`src/rtl/vcf_pkg.sv`:
```
// Shared definitions for the video control glitch filter.
// Assumes three control channels in a fixed bit order.
package vcf_pkg;
    typedef enum logic [1:0] {
        VCF_MODE_PASS = 2'b00,
        VCF_MODE_FILT = 2'b01,
        VCF_MODE_LEGA = 2'b10,
        VCF_MODE_LEGB = 2'b11
    } vcf_mode_e;

    localparam int unsigned VCF_NCH   = 3;
    localparam int unsigned VCF_CH_VS = 2;
endpackage

```
`src/rtl/vcf_deglitch.sv`:
```
// One-channel deglitcher. With en high, the output takes a new level only
// once MIN_W consecutive samples agree on it, which gives MIN_W clocks of
// latency. With en low, the output is a single register of the input.
// Assumes MIN_W >= 2 and an input synchronous to clk.
module vcf_deglitch #(
    parameter int unsigned MIN_W = 3
) (
    input  logic clk,
    input  logic rst_n,
    input  logic en,
    input  logic din,
    output logic dout
);
    logic [MIN_W-1:0] hist;
    logic             agree;
    logic             out_q;

    // Purpose: history is unanimous (all ones or all zeros).
    always_comb begin
        agree = (&hist) | ~(|hist);
    end

    // Purpose: shift the sample history and update the output level.
    always_ff @(posedge clk) begin
        if (!rst_n) begin
            hist  <= '0;
            out_q <= 1'b0;
        end else begin
            hist <= {hist[MIN_W-2:0], din};
            if (en) begin
                if (agree) begin
                    out_q <= hist[0];
                end
            end else begin
                out_q <= din;
            end
        end
    end

    assign dout = out_q;

    // in bypass, the output is the input one edge later.
    a_r2_bypass_one_stage: assert property (@(posedge clk) disable iff (!rst_n)
        !en |=> (dout == $past(din)));

    // a filtered output change carries a level seen on the input earlier.
    a_r3_change_from_held_level: assert property (@(posedge clk) disable iff (!rst_n)
        ($past(en) && (dout != $past(dout))) |-> (dout == $past(din, 2)));
endmodule

```
`src/rtl/vcf_budget_mon.sv`:
```
// One-channel transition budget monitor. It keeps saturating ages of the
// last BUDGET transitions. A new transition while the oldest tracked age is
// below WIN sets a sticky flag, so BUDGET+1 transitions in fewer than WIN
// clocks are flagged. Assumes BUDGET >= 1 and a synchronous input.
module vcf_budget_mon #(
    parameter int unsigned WIN    = 130,
    parameter int unsigned BUDGET = 2
) (
    input  logic clk,
    input  logic rst_n,
    input  logic din,
    output logic viol
);
    localparam int unsigned AW = $clog2(WIN + 1);
    localparam logic [AW-1:0] WIN_C = AW'(WIN);

    logic          prev_q;
    logic          toggled;
    logic [AW-1:0] age [BUDGET];
    logic          viol_q;

    // Purpose: detect a raw transition against the last sample.
    always_comb begin
        toggled = (din != prev_q);
    end

    // Purpose: age the tracked transitions and latch the violation flag.
    always_ff @(posedge clk) begin
        if (!rst_n) begin
            prev_q <= 1'b0;
            viol_q <= 1'b0;
            for (int i = 0; i < BUDGET; i++) begin
                age[i] <= WIN_C;
            end
        end else begin
            prev_q <= din;
            if (toggled && (age[BUDGET-1] < WIN_C)) begin
                viol_q <= 1'b1;
            end
            if (toggled) begin
                age[0] <= AW'(1);
                for (int i = 1; i < BUDGET; i++) begin
                    age[i] <= (age[i-1] == WIN_C) ? WIN_C : age[i-1] + AW'(1);
                end
            end else begin
                for (int i = 0; i < BUDGET; i++) begin
                    age[i] <= (age[i] == WIN_C) ? WIN_C : age[i] + AW'(1);
                end
            end
        end
    end

    assign viol = viol_q;

    // the flag never drops while out of reset.
    a_r9_flag_sticky: assert property (@(posedge clk) disable iff (!rst_n)
        viol |=> viol);

    // a transition with the oldest tracked age at the window never flags.
    a_r7_spaced_no_flag: assert property (@(posedge clk) disable iff (!rst_n)
        (toggled && (age[BUDGET-1] == WIN_C) && !viol) |=> !viol);
endmodule

```
`src/rtl/vctl_glitch_filter.sv`:
```
// Top of the video control glitch filter: three independent channels, each
// with a deglitcher and a transition budget monitor. Only mode 2'b01
// enables filtering. The monitors watch the raw inputs in every mode.
// Assumes all inputs are synchronous to clk.
module vctl_glitch_filter
    import vcf_pkg::*;
#(
    parameter int unsigned WIN          = 130,
    parameter int unsigned MIN_W        = 3,
    parameter int unsigned DE_HS_BUDGET = 2,
    parameter int unsigned VS_BUDGET    = 1
) (
    input  logic                 clk,
    input  logic                 rst_n,
    input  logic [1:0]           mode_code,
    input  logic [VCF_NCH-1:0]   ctl_raw,
    output logic [VCF_NCH-1:0]   ctl_filt,
    output logic [VCF_NCH-1:0]   budget_viol
);
    logic filt_en;

    // Purpose: decode the mode code into the filter enable.
    always_comb begin
        filt_en = (mode_code == VCF_MODE_FILT);
    end

    for (genvar g = 0; g < VCF_NCH; g++) begin : g_ch
        localparam int unsigned BUD = (g == VCF_CH_VS) ? VS_BUDGET : DE_HS_BUDGET;

        vcf_deglitch #(.MIN_W(MIN_W)) i_dg (
            .clk  (clk),
            .rst_n(rst_n),
            .en   (filt_en),
            .din  (ctl_raw[g]),
            .dout (ctl_filt[g])
        );

        vcf_budget_mon #(.WIN(WIN), .BUDGET(BUD)) i_mon (
            .clk  (clk),
            .rst_n(rst_n),
            .din  (ctl_raw[g]),
            .viol (budget_viol[g])
        );
    end

    // outputs are clear in the cycle after a reset edge.
    a_r1_reset_clear: assert property (@(posedge clk)
        !rst_n |=> ((ctl_filt == '0) && (budget_viol == '0)));
endmodule

```
`config.mk`:
```
export PLATFORM = sky130hd
export DESIGN_NAME = vctl_glitch_filter
export DESIGN_NICKNAME = d
export VERILOG_FILES = /design/src/rtl/vcf_pkg.sv /design/src/rtl/vcf_deglitch.sv /design/src/rtl/vcf_budget_mon.sv /design/src/rtl/vctl_glitch_filter.sv
export SDC_FILE = /design/constraint.sdc
export NUM_CORES = 1
export LEC_CHECK = 0
export CORE_UTILIZATION = 46
export CTS_CLUSTER_DIAMETER = 60
export DETAILED_ROUTE_END_ITERATION = 10
export MAX_ROUTING_LAYER = met4
export PLACE_DENSITY_LB_ADDON = 0.3
export SYNTH_ARGS = -nofsm -noshare
export SYNTH_HDL_FRONTEND = slang
export SYNTH_SLANG_ARGS = --single-unit
```
`constraint.sdc`:
```
create_clock -name clk -period 2.9 [get_ports clk]
set_clock_uncertainty 0.15 [all_clocks]
set_input_delay 0.58 -clock clk [delete_from_list [all_inputs] [get_ports clk]]
set_output_delay 0.58 -clock clk [all_outputs]
set_load 0.005 [all_outputs]
```
Word-level counts from Yosys, hierarchy flattened --
Memory sizes are Yosys's and may differ from the RTL's. Cells that the tools add are included. Widths: inputs -> output; s select.
Storage, ports and cells: register bits after elaboration 18, bits in writable memories 40, input port bits 7, output and inout bits 6, logic and storage cells 102, memories kept 3
Operators by class: add/sub/neg operators 5, magnitude comparators 3, equal/unequal tests 12, multiplexer cells 42, bitwise operators 14, reductions and logical operators 11
Memories:
- g_ch[0].i_mon.age | words 2, width 8, rd ports 2, clocked after memory_dff 0, wr ports 2, line vcf_budget_mon.sv:19 | logic [AW-1:0] age [BUDGET];
- g_ch[1].i_mon.age | words 2, width 8, rd ports 2, clocked after memory_dff 0, wr ports 2, line vcf_budget_mon.sv:19
- g_ch[2].i_mon.age | words 1, width 8, rd ports 1, clocked after memory_dff 0, wr ports 1, line vcf_budget_mon.sv:19
Operator list (count):
- $mux 8 | 15
- $add 8x1->8 const B | 5
- $eq 8x8->1 const B | 5
- $mux 1 | 27
- $lt 8x8->1 const B | 3
- $reduce_or 8->1 | 2
- $or 1x1->1 | 11
- $reduce_and 3->1 | 3
- $reduce_or 3->1 | 3
- $ne 2x1->1 const B | 3
- $logic_and 1x1->1 | 3
- $ne 1x1->1 | 3
- $not 1->1 | 3
- $eq 2x1->1 const B | 1

Depth between registers and ports, before layout --
depth after elaboration 7, depth in mapped cells 6

Hierarchy --
From an unflattened synthesis, not the netlist that was laid out.
Unflattened totals: cells, all modules 264, area, all modules 2997.9 µm²
Modules (own cells, without submodules):
- vcf_budget_mon at g_ch[0].i_mon ... | times used 2, cells each 90, area an instance 1032.2 µm²
- vcf_budget_mon at g_ch[2].i_mon | times used 1, cells each 47, area an instance 536.8 µm²
- vcf_deglitch | times used 3, cells each 12, area an instance 127.6 µm²
- vctl_glitch_filter | times used 1, cells each 1, area an instance 13.8 µm²

Least setup slack after synthesis --
OpenSTA, ideal clock, no wires.
path type flip-flop to flip-flop, from mem g_ch[0].i_mon.age[0][12] (netlist name), to mem g_ch[0].i_mon.age[0][14] (netlist name), data pin, setup time 268 ps, arrival 1450 ps, data required time 2482 ps, setup slack 1031 ps, stages on the path, launching flop included 4, buffers on the path 0, period minus slack after synthesis 1869 ps, cells stage by stage edfxtp_1 or4_4 o311ai_4 o22ai_2
RTL lines (line):
- from (decl) | vcf_budget_mon.sv:19

==> results.toml <==
[synthesis]
yosysSeqAreaShare = 0.524
ys_seq_elements = 55
yosys-top-cells-count = "edfxtp_1 (40), nor2_1 (22), xor2_1 (22)"
synth.most_common_cell = "edfxtp_1"
synth.distinct_cells = 36
synth_top_area_cell = "edfxtp_1"
syn_inst = 260
synthTopCellsByArea = "edfxtp_1 (42%), dfxtp_1 (10%), xor2_1 (6.7%)"
synth_top_area_share = 0.419
ys_warn_count = 0
async_reset_ff_frac = 0
syn_area_per_cell_um2 = 11.0
netlist_area_um2 = 2870
synth-edff-count = 40
ys.flop_type = "edfxtp_1"

[grt]
antenna_found_initial = 0
met2_usage = 0.245
grt_usage = 0.170
grt-busiest-layer = "met2"
grt_pass1_wl_um = 8070
overflow = 0
grt_max_degree = 16
first_global_vias = 1805
use_met1 = 0.226
use_met3 = 0.0360

[route]
ant_nets = 0
drt-initial-drc-count = 79
vias = 1953
routed_wl_um = 4710
vias_per_cell = 5.05
dr.pass1.iters = 4
wl_per_cell_um = 12.2
drc = 0

[placement]
dp.cells = 379
io_buffers = 12
place_ws_ps = 476
place_congestion = 0.806
dp_hpwl_um = 3600

[clock_tree]
cts_sinks = 55
clock_latency_ps = 310
numCtsBuffers = 5
clock_path_buffers = 2
cts_resized = 0
h-tree-depth = 2
cts_tree = "built"
postCtsSetupRepairBufs = 0
cts.clk_slew.worst_paths_ps = 100
cts_root_buf = "clkbuf_8"
postCtsHoldBufs = 0

[floorplanning]
start_util = 0.482
die_area_um2 = 6550
core.rowCount = 28
fp.dieH_um = 81.0
die_x_um = 81.0
core_um2 = 5960
pin_count = 13

[timing]
hold_viol = 0
tns_ps = 0
min_period_ps = 2070
holdWs_ps = 328
post-route-period-util = 0.714
final.setup.worst_slack_ps = 831
drv_slew = 0
setup_violations = 0
timing.fmax_mhz = 483
rsz0062_at_grt = "no"

[worst_setup_path]
cp-endpoint = "g_ch[0].i_mon.age[0][9]$_DFFE_PP_"
startpoint = "ctl_raw[0]"
arrival_ps = 1980
reg2reg_slack_ps = 900
cp-start-kind = "input pin"
crit_required_ps = 2810
worst-path-max-fanout = 6
ff2ff_path_depth = 6
r2r-start = "g_ch[0].i_mon.age[0][0]$_DFFE_PP_"
r2r-end = "g_ch[0].i_mon.age[0][10]$_DFFE_PP_"
cp-end-kind = "register"
path_class = "in2reg"

[power_and_ir_drop]
power_density_nw_per_um2 = 503
leakage_uw = 0.00124
ir_drop_v = 0.000348

[cells_and_area]
area_growth_syn_to_layout_pct = 14.6
drive_gt1_frac = 0.0609
final_nets = 328
layout.cells.non_filler = 387
fin_util = 0.552
nFillCells = 541
n_antenna_cell = 0

[run_status]
status = "finished clean"

[hold_path]
holdCritStartpoint = "g_ch[1].i_dg.hist[1]$_SDFF_PN0_"
hold_path.class = "reg2reg"

[job]
maxCapViolations = 0
==> power breakdown <==
part | internal [uW] | leakage [uW] | total [uW] | switching (uW)
sequential | 911 | 0.000522 | 972 | 61.2
combinational | 105 | 0.000671 | 221 | 116
clock | 219 | 0.0000515 | 461 | 242
total | 1240 | 0.00124 | 1650 | 419
==> flip-flops by register name, summed over array words and instances (netlist names) <==
signal / cells
g_ch.i_mon.viol: 3
g_ch.i_dg.hist: 9
g_ch.i_mon.age: 40
g_ch.i_dg.dout: 3
==> how the worst min path moves through the flow <==
stage                                      end  slack [ps]  cells after the start
5_1_grt        g_ch[0].i_mon.viol$_SDFFE_PN0P_         370                      1
4_1_cts        g_ch[1].i_dg.hist[2]$_SDFF_PN0_         330                      1
3_3_place_gp   g_ch[2].i_mon.viol$_SDFFE_PN0P_         300                      2
3_5_place_dp   g_ch[1].i_mon.viol$_SDFFE_PN0P_         310                      1
6_report       g_ch[1].i_dg.hist[2]$_SDFF_PN0_         330                      1
2_1_floorplan  g_ch[2].i_mon.viol$_SDFFE_PN0P_         280                      2
==> worst max-delay path, stage by stage <==
cell and delay, ps:
clkdlybuf4s50_1 480, xnor2_1 450, nand2_1 250, inv_1 130, a22oi_1 90
==> cell families after synthesis <==
kind of cell,count (synthesis),share of synthesized area
AO/OA/AOI/OAI,46,0.123
other,1,0.00131
flip-flops,55,0.524
adder cells (fa/ha/maj),10,0.0436
buffers and inverters,17,0.0305
XOR/XNOR,34,0.104
AND/OR/NAND/NOR,97,0.174
==> layer usage <==
layer | up-vias | routed length (um) | part of all wire
li1 | 998 | - | -
met1 | 917 | 2390 | 0.51
met2 | 25 | 2090 | 0.44
met3 | 13 | 105 | 0.022
met4 | 0 | 129 | 0.027
met5 | - | 0 | 0
==> placed cells by master, fill, tap and decap left out, drive strengths merged, types with 5 or more instances in the layout <==
master         count
o21ai             10
and2              11
a31oi              5
xnor2             12
clkdlybuf4s50     12
nor3               5
conb              40
ha                10
and3               7
o22ai             12
xor2              22
nand2             20
nand3             21
clkbuf             8
edfxtp            40
nor2              22
inv                8
dfxtp             15
==> metrics by stage <==
stage / instance area [um^2] / total power, uW
5_1_grt: 3290 / 1730
3_3_place_gp: 3190 / 1210
3_5_place_dp: 3190 / 1210
4_1_cts: 3290 / 1670
2_1_floorplan: 3010 / 1150
6_report: 3290 / 1650
==> area by class of cell <==
type / count / area [um^2] / share of cell area
Clock buffer: 8 / 100 / 0.0305
Multi-Input combinational cell: 227 / 1430 / 0.434
Inverter: 8 / 30.0 / 0.00914
Tap cell: 75 / 93.8 / 0.0286
Sequential cell: 55 / 1500 / 0.457
Timing Repair Buffer: 14 / 135 / 0.0411
Note: power is estimated with default switching activity, not from simulation.
